### src/rtl/wdt_keyed.sv
module wdt_keyed #(
  parameter int ADDR_W     = 8,
  parameter int LEN_W      = 11,
  parameter int UNIT_TICKS = 512,
  parameter int PULSE_CYC  = 16,
  parameter bit AUTO_START = 1'b0
) (
  input  logic              clk,
  input  logic              rst_n,
  input  logic              tick_i,
  input  logic [ADDR_W-1:0] addr_i,
  input  logic              wr_en_i,
  input  logic [31:0]       wdata_i,
  output logic [31:0]       rdata_o,
  output logic              sys_rst_o,
  output logic              ext_rst_o,
  output logic              irq_o
);
  localparam int PRE_W = (UNIT_TICKS > 1) ? $clog2(UNIT_TICKS) : 1;
  localparam int PLS_W = $clog2(PULSE_CYC + 1);
  localparam logic [ADDR_W-1:0] A_MODE = ADDR_W'('h00);
  localparam logic [ADDR_W-1:0] A_LEN  = ADDR_W'('h04);
  localparam logic [ADDR_W-1:0] A_KICK = ADDR_W'('h08);
  localparam logic [ADDR_W-1:0] A_SWR  = ADDR_W'('h14);
  localparam logic [7:0]  MODE_KEY = 8'h22;
  localparam logic [4:0]  LEN_KEY  = 5'h08;
  localparam logic [31:0] KICK_VAL = 32'h0000_1971;
  localparam logic [31:0] SWR_VAL  = 32'h0000_1209;
  localparam logic [PRE_W-1:0] PRE_LAST = PRE_W'(UNIT_TICKS - 1);

  logic en_q, pol_q, ext_q, irq_en_q, auto_q, dual_q, irq_q;
  logic [LEN_W-1:0] len_q, cnt_q;
  logic [PRE_W-1:0] pre_q;
  logic [PLS_W-1:0] pls_q;
  logic sel_mode, sel_len, mode_ok, len_ok, kick, swr_hit;
  logic step, unit_end, expire, fire;

  assign sel_mode = wr_en_i && (addr_i == A_MODE);
  assign sel_len  = wr_en_i && (addr_i == A_LEN);
  assign mode_ok  = sel_mode && (wdata_i[31:24] == MODE_KEY);
  assign len_ok   = sel_len && (wdata_i[4:0] == LEN_KEY);
  assign kick     = wr_en_i && (addr_i == A_KICK) && (wdata_i == KICK_VAL);
  assign swr_hit  = wr_en_i && (addr_i == A_SWR) && (wdata_i == SWR_VAL);

  assign step     = en_q && tick_i && !kick;
  assign unit_end = step && (pre_q == PRE_LAST);
  assign expire   = unit_end && (cnt_q <= LEN_W'(1));
  assign fire     = swr_hit || (expire && (!irq_en_q || (dual_q && irq_q)));

  always_ff @(posedge clk or negedge rst_n) begin
    if (!rst_n) begin
      en_q     <= AUTO_START;
      auto_q   <= AUTO_START;
      pol_q    <= 1'b0;
      ext_q    <= 1'b0;
      irq_en_q <= 1'b0;
      dual_q   <= 1'b0;
    end else if (mode_ok) begin
      en_q     <= wdata_i[0];
      pol_q    <= wdata_i[1];
      ext_q    <= wdata_i[2];
      irq_en_q <= wdata_i[3];
      auto_q   <= wdata_i[4];
      dual_q   <= wdata_i[6];
    end
  end

  always_ff @(posedge clk or negedge rst_n) begin
    if (!rst_n)      len_q <= '1;
    else if (len_ok) len_q <= wdata_i[LEN_W+4:5];
  end

  always_ff @(posedge clk or negedge rst_n) begin
    if (!rst_n) begin
      cnt_q <= '1;
      pre_q <= '0;
    end else if (kick) begin
      cnt_q <= len_q;
      pre_q <= '0;
    end else if (step) begin
      if (unit_end) begin
        pre_q <= '0;
        cnt_q <= expire ? len_q : cnt_q - LEN_W'(1);
      end else begin
        pre_q <= pre_q + PRE_W'(1);
      end
    end
  end

  always_ff @(posedge clk or negedge rst_n) begin
    if (!rst_n)                    irq_q <= 1'b0;
    else if (kick)                 irq_q <= 1'b0;
    else if (expire && irq_en_q)   irq_q <= !(dual_q && irq_q);
  end

  always_ff @(posedge clk or negedge rst_n) begin
    if (!rst_n)            pls_q <= '0;
    else if (fire)         pls_q <= PLS_W'(PULSE_CYC);
    else if (pls_q != '0)  pls_q <= pls_q - PLS_W'(1);
  end

  assign sys_rst_o = (pls_q != '0);
  assign ext_rst_o = (ext_q && sys_rst_o) ? pol_q : !pol_q;
  assign irq_o     = irq_q;

  always_comb begin
    rdata_o = '0;
    if (addr_i == A_MODE)
      rdata_o = {25'd0, dual_q, 1'b0, auto_q, irq_en_q, ext_q, pol_q, en_q};
    else if (addr_i == A_LEN)
      rdata_o[LEN_W+4:5] = len_q;
  end

  assert_badkey_mode_R2: assert property (@(posedge clk) disable iff (!rst_n)
    (sel_mode && wdata_i[31:24] != MODE_KEY) |=>
      $stable({en_q, pol_q, ext_q, irq_en_q, auto_q, dual_q}));

  assert_badkey_len_R3: assert property (@(posedge clk) disable iff (!rst_n)
    (sel_len && wdata_i[4:0] != LEN_KEY) |=> $stable(len_q));

  assert_kick_reload_R4: assert property (@(posedge clk) disable iff (!rst_n)
    kick |=> (cnt_q == $past(len_q)) && !irq_o);

  assert_swr_pulse_R5: assert property (@(posedge clk) disable iff (!rst_n)
    swr_hit |=> sys_rst_o);

  assert_irq_needs_mode_R8: assert property (@(posedge clk) disable iff (!rst_n)
    $rose(irq_o) |-> $past(irq_en_q));

  assert_freeze_R10: assert property (@(posedge clk) disable iff (!rst_n)
    (!en_q && !kick) |=> ($stable(cnt_q) && $stable(pre_q)));
endmodule

### config.mk
export PLATFORM = sky130hd
export DESIGN_NAME = wdt_keyed
export DESIGN_NICKNAME = d
export VERILOG_FILES = /design/src/rtl/wdt_keyed.sv
export SDC_FILE = /design/constraint.sdc
export NUM_CORES = 1
export LEC_CHECK = 0
export BUFFER_PORTS_ARGS = -buffer_cell sky130_fd_sc_hd__buf_2
export CAP_MARGIN = 20
export CORE_MARGIN = 10
export CORE_UTILIZATION = 56
export CTS_CLUSTER_DIAMETER = 200
export DETAILED_ROUTE_END_ITERATION = 8
export PLACE_DENSITY_LB_ADDON = 0.05
export SLEW_MARGIN = 20
export SYNTH_ARGS = -nofsm -noshare
export SYNTH_HDL_FRONTEND = slang
export SYNTH_SLANG_ARGS = --single-unit
### constraint.sdc
create_clock -name clk -period 6.83 [get_ports clk]
set_input_delay 0.683 -clock clk [delete_from_list [all_inputs] [get_ports clk]]
set_output_delay 0.683 -clock clk [all_outputs]
set_load 0.05 [all_outputs]
==> impl_metrics.csv <==
group,metric,value,unit
detailed_routing,drtIter0Drc,94,
layout,drive_gt1_share,37.80,%
synthesis,synth_ff_type,"dfstp_2",
clock_tree,cts_resized,0,
critical_path,path_cells,"ha_1 > and3_1 > and3_1 > and3_1 > ha_1 > and3_1 > nand3_1 > nor3b_2 > xor2_1 > mux2_1",
floorplanning,row_count,25,
layout,nFillCells,415,
global_routing,grt_pass1_vias,2249,
synthesis,synth-seq-cells,43,
sta,finalHoldViolations,0,
global_routing,antenna_found_initial,0,
layout,final_cell_mix,"62 x buf_2, 23 x nor2_1, 22 x dfstp_2",
critical_path,r2r_end,"cnt_q[9]",
global_routing,grt_overflow,0,
sta,setup_viol,0,
synthesis,async_reset_ff_share,100.0,%
clock_tree,cts_sinks,43,
sta,fin_crit,2.968,ns
synthesis,syn_area,0.002758,sq mm
floorplanning,die_w,90.18,microns
critical_path,rrSetupSlack,3.86,ns
clock_tree,worstSkewPairLatency,0.29,ns
place,gp_congestion,0.8743,
clock_tree,cts_tree,"built",
layout,final_common_cell,"buf_2",
sta,worstMarginPinSlew,0.9367,ns
clock_tree,cts_hold_buf,0,
detailed_routing,drcViolationCount,0,
sta,timing.setup.tns,0,ns
global_routing,grt_max_degree,44,
clock_tree,cts_buffers,5,
clock_tree,cts.htree.levels,2,
power_and_ir_drop,vdd_drop_max,0.09743,mV
synthesis,synth.avg_cell_area,10.14,sq um
critical_path,critPathCaptureType,"flip-flop",
critical_path,critPathSlowestCell,"and3_1",
synthesis,synth_edf_count,0,
sta,fin_skew,0.003731,ns
critical_path,worstSetupPathType,"flip-flop to flip-flop",
sta,period_share,43.45,%
detailed_routing,vias_per_cell,5.467,
critical_path,worstPathRequired,7.05,ns
hold_path,holdPathStages,1,
critical_path,arrival,3.19,ns
layout,fin_util,66.66,%
critical_path,rr_startpoint,"pre_q[0]",
synthesis,ys_seq_area_share,40.02,%
floorplanning,ios,79,
power_and_ir_drop,leakage,0.001583,uW
hold_path,hp-start,"auto_q",
floorplanning,fp.dieArea,0.008132,sq mm
layout,syn_to_final_growth,14.93,%
run,max-cap-violations,0,
detailed_routing,wl_per_cell,16.25,microns
detailed_routing,via_count,2203,
place,place_hpwl,5209,microns
critical_path,r2r.worst_path.cells,10,
clock_tree,path_clk_slew,0.08,ns
hold_path,min_path_type,"flip-flop to flip-flop",
place,port_buffers,62,
critical_path,worst_path_most_repeated_cell,"and3_1",
hold_path,min_to,"auto_q",
layout,nets,385,
floorplanning,die_h,90.18,microns
clock_tree,cts_root_buffer,"clkbuf_8",
detailed_routing,wl,6550,microns
status,outcome,"complete, no violations",
sta,timing.fmax,0.3369,GHz
global_routing,grt_pass1_wl,10940,microns
synthesis,synth_warnings,0,
layout,n_antenna_cell,0,
clock_tree,post-cts-setup-buffer-count,0,
floorplanning,core,0.004755,sq mm
synthesis,syn_inst,272,
power_and_ir_drop,p_per_area,157.0,mW/mm^2
critical_path,startpoint_type,"flip-flop",
sta,rsz0062_at_grt,"false",
floorplanning,initial_core_util,58.00,%
critical_path,crit_fanout,12,
detailed_routing,firstDrtPassIters,4,
clock_tree,clockBufferDepth,2,
detailed_routing,drtAntennaViolNets,0,
synthesis,synth.distinct_cells,57,
global_routing,globalRouteTotalUtil,15.93,%
sta,maxSlewViolCount,0,
critical_path,critPathMaxStageDelay,0.45,ns
sta,maxSlewHeadroom,37.55,%
-- where the power goes --
part	internal, uW	switching [uW]	leakage, uW
Clock	109	87.1	0.0000581
Combinational	11.8	34.5	0.00100
Sequential	255	0.176	0.000520
Total	376	122	0.00158
-- metrics by stage --
stage	total power [uW]	area, sq um	hold WS [ns]	worst slack [ns]	cells
floorplan	290.9	2814	0.3874	3.838	287
global placement	305.8	3057	0.4808	3.877	395
detailed placement	305.9	3057	0.4880	3.800	395
CTS	504.8	3169	0.5069	3.903	403
global route	518.5	3169	0.5129	3.557	403
finish	497.7	3169	0.5068	3.862	403
-- state kept, by name, summed over array words and instances, names as in the netlist --
signal,count
cnt_q,11
len_q,11
pls_q,5
irq_o,1
pol_q,1
irq_en_q,1
en_q,1
pre_q,9
ext_q,1
dual_q,1
auto_q,1
-- worst max path at each step --
stage                          start         end  cells past startpoint
after floorplan             pls_q[0]   ext_rst_o                      5
after global placement    wdata_i[7]    pls_q[4]                      6
after detailed placement  wdata_i[7]    pls_q[4]                      6
after CTS                  addr_i[1]  rdata_o[6]                      6
after global routing        pre_q[0]    cnt_q[5]                     10
final                       pre_q[0]    cnt_q[9]                     10
-- area by class of cell --
class	instances	area (sq um)	share of cell area [%]
clock buffers	5	68.82	2.171
clock inverters	3	43.79	1.382
inverters	5	18.77	0.5922
multi-input cells	216	1525	48.12
flip-flops and latches	43	1104	34.82
well taps	67	83.83	2.645
repair buffers	64	325.3	10.26
-- cells by family (layout without fill, tap and decap cells) --
logic type               Yosys count  count (layout)  synth area share, %
adder cells (fa/ha/maj)            6               6                2.722
other                              1              16               0.1360
AND/OR/NAND/NOR                  126             126                28.99
buffers and inverters             28              77                6.715
AO/OA/AOI/OAI                     35              35                8.394
flip-flops                        43              43                40.02
multiplexers                      24              24                10.16
XOR/XNOR                           9               9                2.858
-- Yosys cell counts (all sizes together) (6+ instances only) --
master,count,share of area [%]
buf,20,5.6
and3,8,2.0
dfrtp,21,19
nand3,6,1.1
a21oi,11,2.4
dfstp,22,21
and2,17,3.9
ha,6,2.7
mux2,23,9.8
nand2,12,1.6
nor3,15,3.1
nor4,9,3.4
nor2,24,3.4
nand4,6,1.4
o21ai,7,1.3
-- per-layer routing --
layer  routed length [microns]  vias to the layer above  part of all wire [%]  GRT usage (%)
met3                       382                        5                   5.8          4.821
met1                      2904                     1052                    44          19.49
li1                          -                     1089                     -              -
met2                      3210                       57                    49          26.76
met5                         0                        -                     0              0
met4                        53                        0                  0.81          3.714
-- worst max-delay path, delay by kind of cell (launching register included) --
family,cells,cell delay (ns)
multiplexers,1,0.30
XOR/XNOR,1,0.10
adder cells (fa/ha/maj),2,0.57
AND/OR/NAND/NOR,6,1.52
flip-flops,1,0.41
Power figures use the tool's default switching activity.
